### src/rtl/aux_snap_event.sv
module aux_snap_event #(
  parameter int HW   = 32,
  parameter int SYNC = 2
) (
  input  logic            clk,
  input  logic            rst_n,
  input  logic [2*HW-1:0] cur_time,
  input  logic            aux_a,
  input  logic            aux_b,
  input  logic            pps_pulse,
  input  logic            wr_en,
  input  logic [2:0]      wr_addr,
  input  logic [HW-1:0]   wr_data,
  input  logic [2:0]      rd_addr,
  output logic [HW-1:0]   rd_data,
  output logic            irq
);
  localparam int TW = 2 * HW;
  localparam logic [2:0] A_CTRL = 3'd0, A_EVT = 3'd1, A_TLO = 3'd2, A_THI = 3'd3,
                         A_ALO  = 3'd4, A_AHI = 3'd5, A_BLO = 3'd6, A_BHI = 3'd7;

  logic [SYNC:0]   sa, sb;
  logic [TW-1:0]   cap_a, cap_b, tgt;
  logic [4:1]      evt, mask, set_v, clr_v;
  logic            rise_a, rise_b, hit;

  assign rise_a = sa[SYNC-1] & ~sa[SYNC];
  assign rise_b = sb[SYNC-1] & ~sb[SYNC];
  assign hit    = cur_time >= tgt;
  assign set_v  = {pps_pulse, rise_b, rise_a, hit};
  assign clr_v  = (wr_en && wr_addr == A_EVT) ? wr_data[4:1] : 4'b0;
  assign irq    = |(evt & mask);

  always_ff @(posedge clk) begin
    if (!rst_n) begin
      sa    <= '0;
      sb    <= '0;
      cap_a <= '0;
      cap_b <= '0;
      tgt   <= '1;
      evt   <= '0;
      mask  <= '0;
    end else begin
      sa  <= {sa[SYNC-1:0], aux_a};
      sb  <= {sb[SYNC-1:0], aux_b};
      if (rise_a) cap_a <= cur_time;
      if (rise_b) cap_b <= cur_time;
      if (wr_en) begin
        case (wr_addr)
          A_CTRL:  mask          <= wr_data[4:1];
          A_TLO:   tgt[HW-1:0]   <= wr_data;
          A_THI:   tgt[TW-1:HW]  <= wr_data;
          default: ;
        endcase
      end
      evt <= (evt & ~clr_v) | set_v;
    end
  end

  always_comb begin
    rd_data = '0;
    case (rd_addr)
      A_CTRL: rd_data[4:1] = mask;
      A_EVT:  rd_data[4:1] = evt;
      A_TLO:  rd_data = tgt[HW-1:0];
      A_THI:  rd_data = tgt[TW-1:HW];
      A_ALO:  rd_data = cap_a[HW-1:0];
      A_AHI:  rd_data = cap_a[TW-1:HW];
      A_BLO:  rd_data = cap_b[HW-1:0];
      A_BHI:  rd_data = cap_b[TW-1:HW];
      default: ;
    endcase
  end

  p_cap_a_r2: assert property (@(posedge clk) disable iff (!rst_n)
    rise_a |=> (evt[2] && cap_a == $past(cur_time)));
  p_cap_b_r3: assert property (@(posedge clk) disable iff (!rst_n)
    rise_b |=> (evt[3] && cap_b == $past(cur_time)));
  p_hold_a_r4: assert property (@(posedge clk) disable iff (!rst_n)
    !rise_a |=> $stable(cap_a));
  p_target_r6: assert property (@(posedge clk) disable iff (!rst_n)
    hit |=> evt[1]);
  p_only_w1c_r7: assert property (@(posedge clk) disable iff (!rst_n)
    $fell(evt[3]) |-> $past(wr_en && wr_addr == A_EVT && wr_data[3]));
  p_pps_r8: assert property (@(posedge clk) disable iff (!rst_n)
    pps_pulse |=> evt[4]);
endmodule

### config.mk
export PLATFORM = sky130hd
export DESIGN_NAME = aux_snap_event
export DESIGN_NICKNAME = d
export VERILOG_FILES = /design/src/rtl/aux_snap_event.sv
export SDC_FILE = /design/constraint.sdc
export NUM_CORES = 1
export LEC_CHECK = 0
export BUFFER_PORTS_ARGS = -buffer_cell sky130_fd_sc_hd__buf_2
export CAP_MARGIN = 10
export CORE_AREA = 2 2 155 157
export CTS_BUF_LIST = sky130_fd_sc_hd__clkbuf_8 sky130_fd_sc_hd__clkbuf_16
export CTS_CLUSTER_DIAMETER = 30
export DETAILED_ROUTE_END_ITERATION = 10
export DIE_AREA = 0 0 157 159
export GPL_ROUTABILITY_DRIVEN = 0
export PLACE_DENSITY = 0.72
export SETUP_SLACK_MARGIN = 0.5
export SLEW_MARGIN = 15
export SYNTH_ARGS = -nofsm -noshare
export SYNTH_HDL_FRONTEND = slang
export SYNTH_SLANG_ARGS = --single-unit
### constraint.sdc
create_clock -name clk -period 2.16 [get_ports clk]
set_clock_uncertainty 0.15 [all_clocks]
set_input_delay 0.432 -clock clk [delete_from_list [all_inputs] [get_ports clk]]
set_output_delay 0.432 -clock clk [all_outputs]
set_load 0.05 [all_outputs]
======== After elaboration in Yosys (flattened, before gate mapping) ========
Cells that the tools add are included.
cells by class
  order comparisons ....................... 1
  equal/unequal tests ..................... 10
  mux-type cells .......................... 4
  bitwise logic cells ..................... 8
  reductions and logical operators ........ 7
operators with widths
  operator              number
  $pmux W27 S6          1
  $ge A64 B64 Y1        1
  $pmux W4 S8           1
  $eq A3 B2 Y1 const B  4
  $eq A3 B3 Y1 const B  4
  $and A4 B4 Y4         2
  $eq A3 B1 Y1 const B  2
  $logic_not A3 Y1      2
  $pmux W1 S6           1
  $reduce_and A2 Y1     3
  $mux W4               1
  $not A4 Y4            1
  $or A4 B4 Y4          1
  $reduce_or A4 Y1      1
  $and A1 B1 Y1         2
  $not A1 Y1            2
  $logic_and A1 B1 Y1   1
word-level totals
  bits in registers ....................... 206
  input port bits ......................... 108
  output and inout bits ................... 33
  word-level logic and storage cells ...... 38

======== Depth between registers and ports, before layout ========
  word-level depth ........................ 6
  depth in mapped cells ................... 8
  depth with buffers taken out ............ 8

======== Worst setup path before layout ========
Ideal clock, no wire load.
  path type ............................... input port to output port
  start ................................... input rd_addr[1]
  end ..................................... output rd_data[2]
  arrival time ............................ 2,074 ps
  data required time ...................... 1,578 ps
  slack ................................... -496 ps
  stages on the path ...................... 5
  buffers on the path ..................... 1
  path through ............................ and2_1 nor2b_1 clkbuf_1 a22oi_1 a31oi_1
between the ends
  word-level cells in the longest chain between the ends .. 2
  elaborated cells between the ends (all ways) .. 9
  those cells by class .................... eq/ne: 7; mux: 1; reduce/logical: 1
ends and longest elaborated chain
  what                                  line  source
  start, declared                       14    input logic [2:0] rd_addr,
  $eq A3 B3 Y1 (tied with other cells)  62    case (rd_addr)
  $pmux W4 S8 *                         62
  end, declared                         15    output logic [HW-1:0] rd_data,
Every way passes the cells marked *; elsewhere a longest branch is shown, timed or not.

======== Worst setup path after layout ========
  start ................................... register tgt[0]
  end ..................................... register evt[1] in the netlist's numbering
between the ends
  word-level cells in the longest chain between the ends .. 2
ends and longest elaborated chain
  what                             line  source
  start, declared                  23    logic [TW-1:0] cap_a, cap_b, tgt;
  start signal, assigned by index  51    A_TLO: tgt[HW-1:0] <= wr_data;
  start signal, assigned by index  52    A_THI: tgt[TW-1:HW] <= wr_data;
  $ge A64 B64 Y1                   29    assign hit = cur_time >= tgt;
  $or A4 B4 Y4                     56    evt <= (evt & ~clr_v) | set_v;
  end signal, assigned             56
  end, declared                    24    logic [4:1] evt, mask, set_v, clr_v;
No other way between the ends.
A chain may end at the register's enable or synchronous reset.

==> run metrics <==
initial antenna violation count 1; critical path peak fanout 3; synthesized net count 1,398; Setup WS pre-CTS -458 ps; Avg WL per Cell between 15 and 20 um; f_max roughly 0.42 GHz; critical path type flop to flop; total power 13,400 uW; final instance area 0.0159 sq mm; FF+latch count, synth 206; Skew-Pair Late Insertion Delay 540 ps; Placed Area 0.0128 sq mm; run status complete, but fails checks; worst hold path class input pin to flop; post-route ant nets 0; Max-Cap Viols 0; LEAKAGE 0.00684 uW; Crit path required time 2380 ps; fin crit share 110%; global-route wire length before repair approximately 56,000 um; Port Buf Inserts 140; global-route track usage on met2 49.1%; drt via density 5.60; register clock-pin slew on the reported worst setup and hold paths 50 ps; core area 0.0232 sq mm; layout cells sized above 1 a little over a third; First-pass DRT Iterations 5; Die Footprint 0.0250 sq mm; initial core utilization 42.8%; FF-to-FF Start tgt[0]; final setup violating endpoints 33; register area 0.00413 sq mm; clock root buffer clkbuf_16; placed cell count 1,731; Netlist cell types 45; Most Crowded Layer GR met2; RSZ-0062 raised after global routing yes; Pwr per Cell Area ~850 mW/mm^2; dpl hpwl 22,100 um; Seq/Total Area, Yosys 41.5%; fin cells 1,867; EDFF count, synth 0; fin. max-slew vios 0; TritonCTS clock tree done; dominant synthesized flop cell dfxtp_1; die height approximately 160 um; Setup crit start tgt[0]; Hold Crit Start wr_data[24]; most common cell in the synthesized netlist nand2_1; met1 GRT Util a little over a third; CTS max path bufs 3; top post-synthesis cells by count 346 x nand2_1, 206 x dfxtp_1, 100 x a21boi_1, 91 x a22oi_1; fin worst setup slack -221 ps; Arrival @ worst endpoint between 2000 and 3000 ps; Sink Count 206; row cnt 56; met3 track utilization from global routing 4.33%; Die W approximately 160 um; failing checks setup timing; Post-synth ARST share 0%; TNS Setup -3150 ps; # nets final 1,684; Max-slew headroom 40.9%; wirelength, routed 36,700 um; Layout area overhead 60.1%; area leader, netlist dfxtp_1; Yosys warning count 0; Multi-input gate area 0.00638 sq mm; DR vias around 10,000; final critical-path required period approximately 2400 ps; crit start category flop; worst vdd ir ~0.67 mV; synthesized instance count between 1,000 and 1,500; FILL cells 1,697; largest net degree at the start of global routing 92; Ports 141; vias in the first global route roughly 11,000; htree depth 2; starting DRC count in detailed routing 692; synth top area cells dfxtp_1 42%, nand2_1 13%, ha_1 8.1%, a21boi_1 7.6%, a22oi_1 6.9%; Remaining DRCs 0; synthesized cell area around 0.0099 sq mm; syn avg cell area 8.10 sq um; Yosys top cell area share 41.5%; Total Routing Usage GR 28.7%; critical path capture point type flop; final hold vios 0; GR Overflow Total 0; Worst Tran Pin Value 884 ps; Num CTS Buffers 46
==> final timing paths <==
| check | end | slack (ps) | cells after the start |
|---|---|---|---|
| worst max register to register | evt[1] | -220 | 7 |
| worst min register to register | sb[1] | 290 | 1 |
| worst max-delay path | evt[1] | -220 | 7 |
| worst min-delay path | tgt[24] | 10 | 3 |
==> power by group <==
part	leakage, uW	internal (uW)	switching (uW)
combinational	0.00432	819	1000
clock	0.000846	5330	2250
sequential	0.00168	3950	93.2
total	0.00684	10100	3340
==> per-stage QoR <==
step | hold WS (ps) | util (%)
4_1_cts | 1.12 | 67.5
5_1_grt | 10.9 | 68.5
2_1_floorplan | 262 | -
3_5_place_dp | 278 | 55.4
3_3_place_gp | 280 | 55.4
6_report | 10.0 | 68.5
==> layout make-up <==
cell class,count,area share (%)
Inverter,70,1.70
Clock inverter,30,2.74
Sequential cell,206,26.0
Multi-Input combinational cell,867,40.1
Tap cell,319,2.51
Timing Repair Buffer,321,19.0
Antenna cell,1,0.0157
Clock buffer,53,7.92
==> registers in the layout, indices dropped and copies added, names as in the netlist <==
| signal | cells |
|---|---|
| mask | 4 |
| tgt | 64 |
| cap_a | 64 |
| cap_b | 64 |
| sb | 3 |
| sa | 3 |
| evt | 4 |
==> critical path: stages, from the launching register on <==
cell and delay [ps]:
dfxtp_1 380, ha_1 250, nand2b_1 140, a2111oi_0 650, or4_1 210, a31oi_1 70, o311ai_1 250, a31oi_1 110
==> cells by family after synthesis <==
| kind of cell | after synthesis | synth area share [%] |
|---|---|---|
| AOI/OAI and AO/OA | 349 | 24.8 |
| adders and majority gates | 64 | 8.06 |
| buffers and inverters | 153 | 5.78 |
| DFF | 206 | 41.5 |
| muxes | 9 | 0.945 |
| and+or+nand+nor | 445 | 18.9 |
==> placed cells by master (no fill, tap or decap), types with 8 or more instances in the layout <==
master         instances
a22oi_2               84
clkbuf_16             48
nand3_4               28
nand2_1              343
buf_4                110
clkinv_2              10
nor2_1                 8
dfxtp_1              198
a21oi_1               57
ha_1                  54
a22oi_1                8
nand4_1                9
dfxtp_2                8
o21ai_0                9
o211ai_1              63
buf_8                 23
buf_12                30
buf_2                103
bufinv_16             10
buf_6                 34
inv_1                 65
ha_4                  10
dlygate4sd3_1         13
a21boi_1             100
==> layer usage <==
layer / part of all wire, % / up-vias
li1: - / 4849
met1: 41 / 5038
met2: 49 / 463
met3: 7.3 / 99
met4: 3.4 / 0
met5: 0 / -
==> timing repair <==
action                                  in CTS  in global routing
gates resized for setup                    169                 26
hold buffers                                13                  0
endpoints found under the setup margin      34                 34
cloned                                       7                  1
buffers inserted                            19                 12
pin swaps                                   47                 33
endpoints found under the hold margin       20                  0
Power figures use the tool's default switching activity.
